===== src/rtl/rtc_timer_pkg.sv =====
package rtc_timer_pkg;
  localparam int CNT_W   = 8;
  localparam int NUM_SRC = 4;
  localparam int ADDR_W  = 2;
  localparam int DATA_W  = 8;
  localparam int POS_W   = 8;

  typedef enum logic [ADDR_W-1:0] {
    REG_CTRL  = 2'd0,
    REG_COUNT = 2'd1,
    REG_FLAG  = 2'd2,
    REG_MASK  = 2'd3
  } reg_addr_e;

  localparam int CTRL_RUN_BIT = 0;
  localparam int CTRL_CLR_BIT = 1;

  // counter bit watched by each interrupt source, source 0 in the low byte
  localparam logic [NUM_SRC*POS_W-1:0] DEF_SRC_POS = {8'd7, 8'd6, 8'd4, 8'd2};
endpackage


===== src/rtl/rtc_run_ctrl.sv =====
module rtc_run_ctrl #(
  parameter int CNT_W = 8
) (
  input  logic             clk,
  input  logic             rst,
  input  logic             tick_i,
  input  logic             run_wr_i,
  input  logic             run_val_i,
  input  logic             clr_i,
  output logic [CNT_W-1:0] cnt_o,
  output logic [CNT_W-1:0] cnt_next_o,
  output logic             step_o,
  output logic             run_stat_o
);
  logic             run_req_q;
  logic             active_q;
  logic [CNT_W-1:0] cnt_q;
  logic [CNT_W-1:0] cnt_d;
  logic             step;

  // an increment happens only on a strobe while counting is live
  assign step = tick_i & active_q & ~clr_i;

  always_comb begin
    cnt_d = cnt_q;
    if (clr_i)     cnt_d = '0;
    else if (step) cnt_d = cnt_q + CNT_W'(1);
  end

  always_ff @(posedge clk) begin
    if (rst) begin
      run_req_q <= 1'b0;
      active_q  <= 1'b0;
      cnt_q     <= '0;
    end else begin
      if (run_wr_i) run_req_q <= run_val_i;
      if (tick_i)   active_q  <= run_req_q;
      cnt_q <= cnt_d;
    end
  end

  assign cnt_o      = cnt_q;
  assign cnt_next_o = cnt_d;
  assign step_o     = step;
  assign run_stat_o = run_req_q | active_q;

  AST_CNT_HOLD: assert property (@(posedge clk) disable iff (rst)
    (!tick_i && !clr_i) |=> $stable(cnt_q)) else $error("count moved without strobe");

  AST_CNT_STEP_ONE: assert property (@(posedge clk) disable iff (rst)
    (tick_i && active_q && !clr_i) |=> (cnt_q == $past(cnt_q) + CNT_W'(1))) else $error("bad step");

  AST_ACTIVE_ON_TICK: assert property (@(posedge clk) disable iff (rst)
    !tick_i |=> $stable(active_q)) else $error("run state changed off strobe");

  AST_CLR_ZERO: assert property (@(posedge clk) disable iff (rst)
    clr_i |=> (cnt_q == '0)) else $error("clear missed");
endmodule


===== src/rtl/rtc_irq_unit.sv =====
module rtc_irq_unit #(
  parameter int                       CNT_W   = 8,
  parameter int                       NUM_SRC = 4,
  parameter int                       POS_W   = 8,
  parameter logic [NUM_SRC*POS_W-1:0] SRC_POS = {8'd7, 8'd6, 8'd4, 8'd2}
) (
  input  logic               clk,
  input  logic               rst,
  input  logic               step_i,
  input  logic [CNT_W-1:0]   cnt_q_i,
  input  logic [CNT_W-1:0]   cnt_d_i,
  input  logic               flag_wr_i,
  input  logic [NUM_SRC-1:0] flag_clr_i,
  input  logic               mask_wr_i,
  input  logic [NUM_SRC-1:0] mask_val_i,
  output logic [NUM_SRC-1:0] flags_o,
  output logic [NUM_SRC-1:0] en_o,
  output logic               irq_o
);
  logic [NUM_SRC-1:0] fall;
  logic [NUM_SRC-1:0] flags_q, flags_d;
  logic [NUM_SRC-1:0] en_q, en_d;
  logic               irq_q;

  for (genvar i = 0; i < NUM_SRC; i++) begin : g_src
    localparam int P = int'(SRC_POS[i*POS_W +: POS_W]);
    assign fall[i] = step_i & cnt_q_i[P] & ~cnt_d_i[P];
  end

  always_comb begin
    flags_d = flags_q;
    if (flag_wr_i) flags_d = flags_d & ~flag_clr_i;
    flags_d = flags_d | fall;
    en_d = mask_wr_i ? mask_val_i : en_q;
  end

  always_ff @(posedge clk) begin
    if (rst) begin
      flags_q <= '0;
      en_q    <= '0;
      irq_q   <= 1'b0;
    end else begin
      flags_q <= flags_d;
      en_q    <= en_d;
      irq_q   <= |(flags_d & en_d);
    end
  end

  assign flags_o = flags_q;
  assign en_o    = en_q;
  assign irq_o   = irq_q;

  AST_FLAG_STICKY: assert property (@(posedge clk) disable iff (rst)
    !flag_wr_i |=> ((flags_q & $past(flags_q)) == $past(flags_q))) else $error("flag lost");

  AST_FLAG_NEEDS_STEP: assert property (@(posedge clk) disable iff (rst)
    !step_i |=> ((flags_q & ~$past(flags_q)) == '0)) else $error("flag set without increment");

  AST_IRQ_MASKED: assert property (@(posedge clk) disable iff (rst)
    (en_q == '0) |-> !irq_o) else $error("irq with all sources masked");

  AST_IRQ_PENDING: assert property (@(posedge clk) disable iff (rst)
    irq_o |-> ((flags_q & en_q) != '0)) else $error("irq without enabled flag");
endmodule


===== src/rtl/rtc_reg_port.sv =====
module rtc_reg_port #(
  parameter int ADDR_W  = 2,
  parameter int DATA_W  = 8,
  parameter int CNT_W   = 8,
  parameter int NUM_SRC = 4
) (
  input  logic               clk,
  input  logic               rst,
  input  logic               wr_en_i,
  input  logic [ADDR_W-1:0]  wr_addr_i,
  input  logic [DATA_W-1:0]  wr_data_i,
  input  logic               rd_en_i,
  input  logic [ADDR_W-1:0]  rd_addr_i,
  input  logic               run_stat_i,
  input  logic [CNT_W-1:0]   cnt_i,
  input  logic [NUM_SRC-1:0] flags_i,
  input  logic [NUM_SRC-1:0] en_i,
  output logic               run_wr_o,
  output logic               run_val_o,
  output logic               clr_o,
  output logic               flag_wr_o,
  output logic               mask_wr_o,
  output logic [DATA_W-1:0]  rd_data_o
);
  import rtc_timer_pkg::*;

  logic [DATA_W-1:0] rd_q, rd_d;
  logic              ctrl_hit;

  assign ctrl_hit  = wr_en_i && (wr_addr_i == REG_CTRL);
  assign run_wr_o  = ctrl_hit;
  assign run_val_o = wr_data_i[CTRL_RUN_BIT];
  assign clr_o     = ctrl_hit && wr_data_i[CTRL_CLR_BIT];
  assign flag_wr_o = wr_en_i && (wr_addr_i == REG_FLAG);
  assign mask_wr_o = wr_en_i && (wr_addr_i == REG_MASK);

  always_comb begin
    case (rd_addr_i)
      REG_CTRL:  rd_d = DATA_W'(run_stat_i);
      REG_COUNT: rd_d = DATA_W'(cnt_i);
      REG_FLAG:  rd_d = DATA_W'(flags_i);
      default:   rd_d = DATA_W'(en_i);
    endcase
  end

  always_ff @(posedge clk) begin
    if (rst)          rd_q <= '0;
    else if (rd_en_i) rd_q <= rd_d;
  end

  assign rd_data_o = rd_q;
endmodule


===== src/rtl/rtc_tick_timer.sv =====
module rtc_tick_timer #(
  parameter int ADDR_W  = rtc_timer_pkg::ADDR_W,
  parameter int DATA_W  = rtc_timer_pkg::DATA_W,
  parameter int CNT_W   = rtc_timer_pkg::CNT_W,
  parameter int NUM_SRC = rtc_timer_pkg::NUM_SRC,
  parameter int POS_W   = rtc_timer_pkg::POS_W,
  parameter logic [NUM_SRC*POS_W-1:0] SRC_POS = rtc_timer_pkg::DEF_SRC_POS
) (
  input  logic              clk,
  input  logic              rst,
  input  logic              tick,
  input  logic              wr_en,
  input  logic [ADDR_W-1:0] wr_addr,
  input  logic [DATA_W-1:0] wr_data,
  input  logic              rd_en,
  input  logic [ADDR_W-1:0] rd_addr,
  output logic [DATA_W-1:0] rd_data,
  output logic              irq
);
  logic               run_wr, run_val, clr, flag_wr, mask_wr;
  logic [CNT_W-1:0]   cnt, cnt_next;
  logic               step, run_stat;
  logic [NUM_SRC-1:0] flags, en;

  rtc_reg_port #(.ADDR_W(ADDR_W), .DATA_W(DATA_W), .CNT_W(CNT_W), .NUM_SRC(NUM_SRC)) u_port (
    .clk(clk), .rst(rst),
    .wr_en_i(wr_en), .wr_addr_i(wr_addr), .wr_data_i(wr_data),
    .rd_en_i(rd_en), .rd_addr_i(rd_addr),
    .run_stat_i(run_stat), .cnt_i(cnt), .flags_i(flags), .en_i(en),
    .run_wr_o(run_wr), .run_val_o(run_val), .clr_o(clr),
    .flag_wr_o(flag_wr), .mask_wr_o(mask_wr), .rd_data_o(rd_data)
  );

  rtc_run_ctrl #(.CNT_W(CNT_W)) u_run (
    .clk(clk), .rst(rst), .tick_i(tick),
    .run_wr_i(run_wr), .run_val_i(run_val), .clr_i(clr),
    .cnt_o(cnt), .cnt_next_o(cnt_next), .step_o(step), .run_stat_o(run_stat)
  );

  rtc_irq_unit #(.CNT_W(CNT_W), .NUM_SRC(NUM_SRC), .POS_W(POS_W), .SRC_POS(SRC_POS)) u_irq (
    .clk(clk), .rst(rst), .step_i(step),
    .cnt_q_i(cnt), .cnt_d_i(cnt_next),
    .flag_wr_i(flag_wr), .flag_clr_i(wr_data[NUM_SRC-1:0]),
    .mask_wr_i(mask_wr), .mask_val_i(wr_data[NUM_SRC-1:0]),
    .flags_o(flags), .en_o(en), .irq_o(irq)
  );

  AST_RESET_QUIET: assert property (@(posedge clk)
    rst |=> (!irq && rd_data == '0)) else $error("reset state wrong");

  AST_RUN_STAT_HELD: assert property (@(posedge clk) disable iff (rst)
    (!tick && !wr_en && run_stat) |=> run_stat) else $error("run status dropped off strobe");
endmodule


===== config.mk =====
export PLATFORM = sky130hd
export DESIGN_NAME = rtc_tick_timer
export DESIGN_NICKNAME = d
export VERILOG_FILES = /design/src/rtl/rtc_timer_pkg.sv /design/src/rtl/rtc_run_ctrl.sv /design/src/rtl/rtc_irq_unit.sv /design/src/rtl/rtc_reg_port.sv /design/src/rtl/rtc_tick_timer.sv
export SDC_FILE = /design/constraint.sdc
export NUM_CORES = 1
export LEC_CHECK = 0
export BUFFER_PORTS_ARGS = -buffer_cell sky130_fd_sc_hd__buf_2
export CORE_ASPECT_RATIO = 0.7
export CORE_MARGIN = 5
export CORE_UTILIZATION = 48
export CTS_CLUSTER_DIAMETER = 50
export DETAILED_ROUTE_END_ITERATION = 10
export PLACE_DENSITY = 0.79
export SYNTH_ARGS = -nofsm -noshare
export SYNTH_HDL_FRONTEND = slang
export SYNTH_HIERARCHICAL = 1
export SYNTH_SLANG_ARGS = --single-unit

===== constraint.sdc =====
create_clock -name clk -period 2.46 [get_ports clk]
set_input_delay 0.492 -clock clk [delete_from_list [all_inputs] [get_ports clk]]
set_output_delay 0.492 -clock clk [all_outputs]
set_load 0.01 [all_outputs]

==> results of run 1 <==
## power by group through the flow
stage | combinational (W) | clock (W) | sequential [W]
after detailed placement | 0.0000570 | 0 | 0.000456
after global placement | 0.0000543 | 0 | 0.000456
after global routing | 0.0000632 | 0.000281 | 0.000447
after floorplan | 0.0000337 | 0 | 0.000457
final | 0.0000573 | 0.000257 | 0.000446
after CTS | 0.0000570 | 0.000265 | 0.000446
## per-stage QoR
stage                     TNS, ps  hold slack [ps]  setup WS (ps)
final                           0              474            197
after global routing            0              501            119
after CTS                       0              475            217
after detailed placement    -85.1              460          -85.1
after global placement      -59.2              456          -59.2
after floorplan                 0              467           69.8
## sequential cells by signal, indices dropped and copies added, names as in the netlist
register,flops
u_irq/en_o,4
u_irq/flags_o,4
u_irq/irq_o,1
u_port/rd_data_o,8
u_run/active_q,1
u_run/cnt_o,8
u_run/run_req_q,1
## layer usage
metal	wire, um	part of all wire [%]
met2	1360	47
met5	0	0
met4	8	0.28
met1	1270	44
met3	260	9.0
## critical path, cell delays in order
cell and delay (ps):
buf_2 110, nor3b_1 140, and2_1 170, or2b_1 240, or4_4 490, a21oi_1 130, and3b_1 200, o21ba_1 170
o41a_1 300
## cell type report
cell class                 instances  area (sq um)
fill                             239          1050
inverter                           3          11.3
tap                               34          42.5
multi-input combinational        103           691
sequential                        27           541
timing repair buffer              25           135
clock buffer                       3          41.3
clock inverter                     1          7.51
## worst min path at each step
| stage | startpoint | endpoint | depth (start not counted) |
|---|---|---|---|
| after floorplan | u_run/cnt_o[5]$_SDFF_PP0_ | u_run/cnt_o[5]$_SDFF_PP0_ | 2 |
| after global placement | u_port/rd_data_o[4]$_SDFFE_PP0P_ | u_port/rd_data_o[4]$_SDFFE_PP0P_ | 2 |
| after detailed placement | u_port/rd_data_o[4]$_SDFFE_PP0P_ | u_port/rd_data_o[4]$_SDFFE_PP0P_ | 2 |
| after CTS | u_port/rd_data_o[4]$_SDFFE_PP0P_ | u_port/rd_data_o[4]$_SDFFE_PP0P_ | 2 |
| after global routing | u_port/rd_data_o[4]$_SDFFE_PP0P_ | u_port/rd_data_o[4]$_SDFFE_PP0P_ | 2 |
| final | u_port/rd_data_o[4]$_SDFFE_PP0P_ | u_port/rd_data_o[4]$_SDFFE_PP0P_ | 2 |
==> summary.txt, run 1 <==
Post-route minimum period - 2260 ps
Switching power of the nets - 0.000179 W
Overall die width - 71.9 um
Setup repair after global routing missed its margin - no
Design area - 1470 sq um
Wire length of the first global-routing pass - 4.80 mm
Initial antenna violation count - 0
Final setup violation count - 0
Total wirelength of the detailed-routed design - 2.90 mm
Proportion of layout cells with a drive suffix above 1 - 24.1%
Data required time of the worst path - 2630 ps
Number of cells traversed by the worst register-to-register path - 6
Beginning of the critical path - wr_en
Hold Vio Cnt, Final - 0
Root buffer cell - clkbuf_8
Result of the run - complete, no violations
Capture instance of the worst register-to-register path - u_irq/irq_o$_SDFF_PP0_
Synth Cell Area - 1290 sq um
Peak-usage layer in the global routing report - met2
Share of the clock period used by the worst path after layout - 92.0%
Maximum vdd ir drop - 0.305 mV
RD Place Congestion - 0.822
Part of the power in registers - 58.7%
Aggregate global routing overflow - 0
Y dimension of the die - 53.4 um
Number of sinks on the clock net - 27
Worst min-delay path category - reg -> reg
Number of instances resized during post-cts repair - 0
Avg Synthesized Cell Area - 9.14 sq um
DRC violation total after the first TritonRoute iteration - 78
Number of remaining DRC errors - 0
H-tree lvl count - 1
Core Footprint - 2510 sq um
Final cell count without fillers - 196
Effective utilization at floorplan - 51.2%
Die Outline Area - 3840 sq um
Overall routing resource usage - 16.6%
Number of instances in the synthesized netlist - 141
Router iterations before antenna repair - 4
Ys Warns - 6
Leakage power - 0.611 nW
Final Max Tran Viols - 0
Met3 Track Usage GR - 4.93%
Routing usage on met1 - 21.1%
DR WL/cell - 14.8 um
Most frequent standard cell in the layout excluding fill and tap cells - dfxtp_1
Crit path launch type - input port
Post-CTS Hold Buffers - 0
Via count of the first global-routing pass - 1024
Final design utilization - 58.4%
Pin count of the biggest net entering global routing - 21
Clock network power share - 33.8%
Post-synth net total - 159
Transition time of the tightest slew-check pin - 503 ps
Endpoint of the most critical setup path - u_irq/irq_o$_SDFF_PP0_
Combinational share of power - 7.5%
Switching Share - 23.5%
Fmax achieved - 442 MHz
Overall power consumption - 0.000760 W
Clock-pin slew on the worst setup and hold paths - 100 ps
Mean number of vias per cell - 5.66
Cell internal power dissipation - 0.000581 W
Global Route met2 Usage - 27.4%
TritonCTS clock tree - done
Number of buffers added for setup after CTS - 0
Clock latency at the later pin of the worst-skew pair - 280 ps
Post-placement cell count - 192
Io pins - 26
Ant. Diodes - 0
Most used cells in the layout excluding fill and tap cells - dfxtp_1, nor2_1, buf_2
Total of buffers placed on input and output ports - 21
Area after detailed placement - 1420 sq um
Routed via count - 1110
Worst-case clock buffer depth - 2
Placed wire-length estimate after detailed placement - 2.23 mm
Minimum setup slack among reg-to-reg paths - 340 ps
Reg-to-reg startpoint - u_run/cnt_o[2]$_SDFF_PP0_
Worst Clk Skew - 8.41 ps
Max Fanout on Critical Path - 3
Area added between synthesis and finish - 14.0%
Number of rows created at floorplan - 15
MaxCap Viol Count - 0
Crit path kind - in -> reg
# nets final - 181
Number of buffers created by CTS - 3
Power per Cell Area - 517 nW/um^2
Type of destination of the critical path - flip-flop
CP Data Arrival Time - 2430 ps
Slew margin rel. - 66.4%
Antenna-violating nets left - 0
No activity file was read; power rests on OpenSTA's default activity.
==> inputs of run 2 (changes only) <==
- PLACE_DENSITY: 0.79 -> 0.74
==> summary.txt, run 2 (same netlist as run 1, synthesis figures left out) <==
Result of the run - complete, no violations
Worst Clk Skew - 4.97 ps (-3.44 ps)
Post-route minimum period - 2260 ps (-2.14 ps)
Slowest stage cell on the critical path - mux2_2
Number of remaining DRC errors - 0 (unchanged)
# nets final - 182 (+0.55%)
Clock network power share - 33.6% (-0.2 points)
Worst-case clock buffer depth - 2 (unchanged)
Routed via count - 1071 (-3.5%)
Setup repair after global routing missed its margin - no
Via count of the first global-routing pass - 1055 (+3.0%)
Cell internal power dissipation - 0.000582 W (+0.13%)
Slew margin rel. - 69.7% (+3.3 points)
Most used cells in the layout excluding fill and tap cells - dfxtp_1, nor2_1, buf_2
Fmax achieved - 442 MHz (about the same)
Final design utilization - 58.7% (+0.30 points)
Root buffer cell - clkbuf_8
Core Footprint - 2510 sq um (unchanged)
RD Place Congestion - 0.804 (-2.2%)
Number of buffers added for setup after CTS - 0 (unchanged)
Placed wire-length estimate after detailed placement - 2.15 mm (-3.7%)
Switching power of the nets - 0.000176 W (-1.4%)
Area after detailed placement - 1430 sq um (+0.53%)
Number of sinks on the clock net - 27 (unchanged)
Data required time of the worst path - 2680 ps (+50 ps)
Critical Path, Cell by Cell - buf_2 > nor3b_1 > and2_1 > or2b_1 > buf_4 > nor4_2 > mux2_2 > nand3b_1 > a21oi_1 > o41a_1
Hold Vio Cnt, Final - 0 (unchanged)
Pin count of the biggest net entering global routing - 21 (unchanged)
Effective utilization at floorplan - 51.2% (unchanged)
Minimum setup slack among reg-to-reg paths - 350 ps (about the same)
Number of buffers created by CTS - 3 (unchanged)
Ant. Diodes - 0 (unchanged)
Transition time of the tightest slew-check pin - 454 ps (-49.5 ps)
Number of rows created at floorplan - 15 (unchanged)
H-tree lvl count - 1 (unchanged)
Aggregate global routing overflow - 0 (unchanged)
Worst-case hold path end point - u_port/rd_data_o[4]$_SDFFE_PP0P_
Hold Path Stages - 2 (unchanged)
Mean number of vias per cell - 5.44 (-4.0%)
Crit path launch type - input port
TritonCTS clock tree - done
Power per Cell Area - 514 nW/um^2 (-0.75%)
Router iterations before antenna repair - 4 (unchanged)
Capture instance of the worst register-to-register path - u_irq/irq_o$_SDFF_PP0_
Area added between synthesis and finish - 14.6%
MaxCap Viol Count - 0 (unchanged)
Total of buffers placed on input and output ports - 21 (unchanged)
Part of the power in registers - 58.8% (about the same)
Type of destination of the critical path - flip-flop
Max Fanout on Critical Path - 2 (-1)
Largest delay share family, worst path - simple AND/OR/NAND/NOR gates
Overall routing resource usage - 16.4% (-0.20 points)
Leakage power - 0.616 nW (+0.79%)
Switching Share - 23.3% (-0.28 points)
CP Data Arrival Time - 2480 ps (+50 ps)
Maximum vdd ir drop - 0.337 mV (+11%)
Clock-pin slew on the worst setup and hold paths - 100 ps (about the same)
Crit path kind - in -> reg
Most frequent standard cell in the layout excluding fill and tap cells - dfxtp_1
Design area - 1480 sq um (+0.51%)
Setup slack of the critical path after layout - 199 ps (+2.14 ps)
Proportion of layout cells with a drive suffix above 1 - 24.5% (+0.47 points)
Worst path max stage delay - 380 ps (-110 ps)
Wire length of the first global-routing pass - 4.85 mm (+1.0%)
Min-Delay Startpoint - u_port/rd_data_o[4]$_SDFFE_PP0P_
Number of buffers and inverters on the critical path - 2 (+1)
Final Max Tran Viols - 0 (unchanged)
Y dimension of the die - 53.4 um (unchanged)
Worst min-delay path category - reg -> reg
DRC violation total after the first TritonRoute iteration - 81 (+3.8%)
Die Outline Area - 3840 sq um (unchanged)
Number of cells traversed by the worst register-to-register path - 6 (unchanged)
Antenna-violating nets left - 0 (unchanged)
Combinational share of power - 7.6% (about the same)
Share of the clock period used by the worst path after layout - 91.9% (about the same)
Clock latency at the later pin of the worst-skew pair - 270 ps (about the same)
DR WL/cell - 14.0 um (-5.1%)
Overall die width - 71.9 um (unchanged)
Reg-to-reg startpoint - u_run/cnt_o[2]$_SDFF_PP0_
Overall power consumption - 0.000758 W (-0.24%)
Worst Hold Slack - 474 ps (-0.0380 ps)
Post-CTS Hold Buffers - 0 (unchanged)
Io pins - 26 (unchanged)
DP Worst Slack - -83.3 ps (+1.80 ps)
Number of instances resized during post-cts repair - 0 (unchanged)
Total wirelength of the detailed-routed design - 2.76 mm (-4.6%)
Initial antenna violation count - 0 (unchanged)
Final setup violation count - 0 (unchanged)
run 2: power groups by stage:
stage / Clock (W) / Sequential [W] / Combinational (W)
after CTS: 0.000260 / 0.000446 / 0.0000576
after detailed placement: 0 / 0.000456 / 0.0000574
after global placement: 0 / 0.000456 / 0.0000557
after global routing: 0.000288 / 0.000447 / 0.0000637
after floorplan: 0 / 0.000457 / 0.0000337
final: 0.000255 / 0.000446 / 0.0000573
run 2: layout make-up:
class | instances | area, sq um
Fill cell | 242 | 1040
Multi-Input combinational cell | 103 | 691
Sequential cell | 27 | 541
Timing Repair Buffer | 26 | 143
Tap cell | 34 | 42.5
Clock buffer | 3 | 41.3
Inverter | 3 | 11.3
Clock inverter | 1 | 7.51
run 2: metrics by stage:
| stage | std cells | TNS (ps) |
|---|---|---|
| final | 197 | 0 |
| after floorplan | 141 | 0 |
| after detailed placement | 193 | -83.3 |
| after global routing | 197 | 0 |
| after CTS | 197 | 0 |
| after global placement | 193 | -56.4 |
run 2: tightest hold or removal path, stage by stage, from the launching register on:
cell	delay (ps)
dfxtp_1	320
nand2b_1	70
a21oi_1	50
run 2: worst max-delay path by stage:
stage                                   to  cells past startpoint  slack [ps]  startpoint
global route        u_irq/irq_o$_SDFF_PP0_                     10         100       wr_en
floorplan           u_irq/irq_o$_SDFF_PP0_                      8          70       wr_en
finish              u_irq/irq_o$_SDFF_PP0_                     10         200       wr_en
global placement    u_irq/irq_o$_SDFF_PP0_                      9         -60       wr_en
detailed placement  u_irq/irq_o$_SDFF_PP0_                      9         -80       wr_en
CTS                 u_irq/irq_o$_SDFF_PP0_                     10         200       wr_en
run 2: layer usage:
metal / share of wire [%] / vias to the layer above / global-route usage, %
met5: 0 / - / 0
met4: 0 / 0 / 1.88
met3: 4.9 / 0 / 4.55
met2: 46 / 20 / 27.3
met1: 49 / 501 / 21.8
li1: - / 550 / -
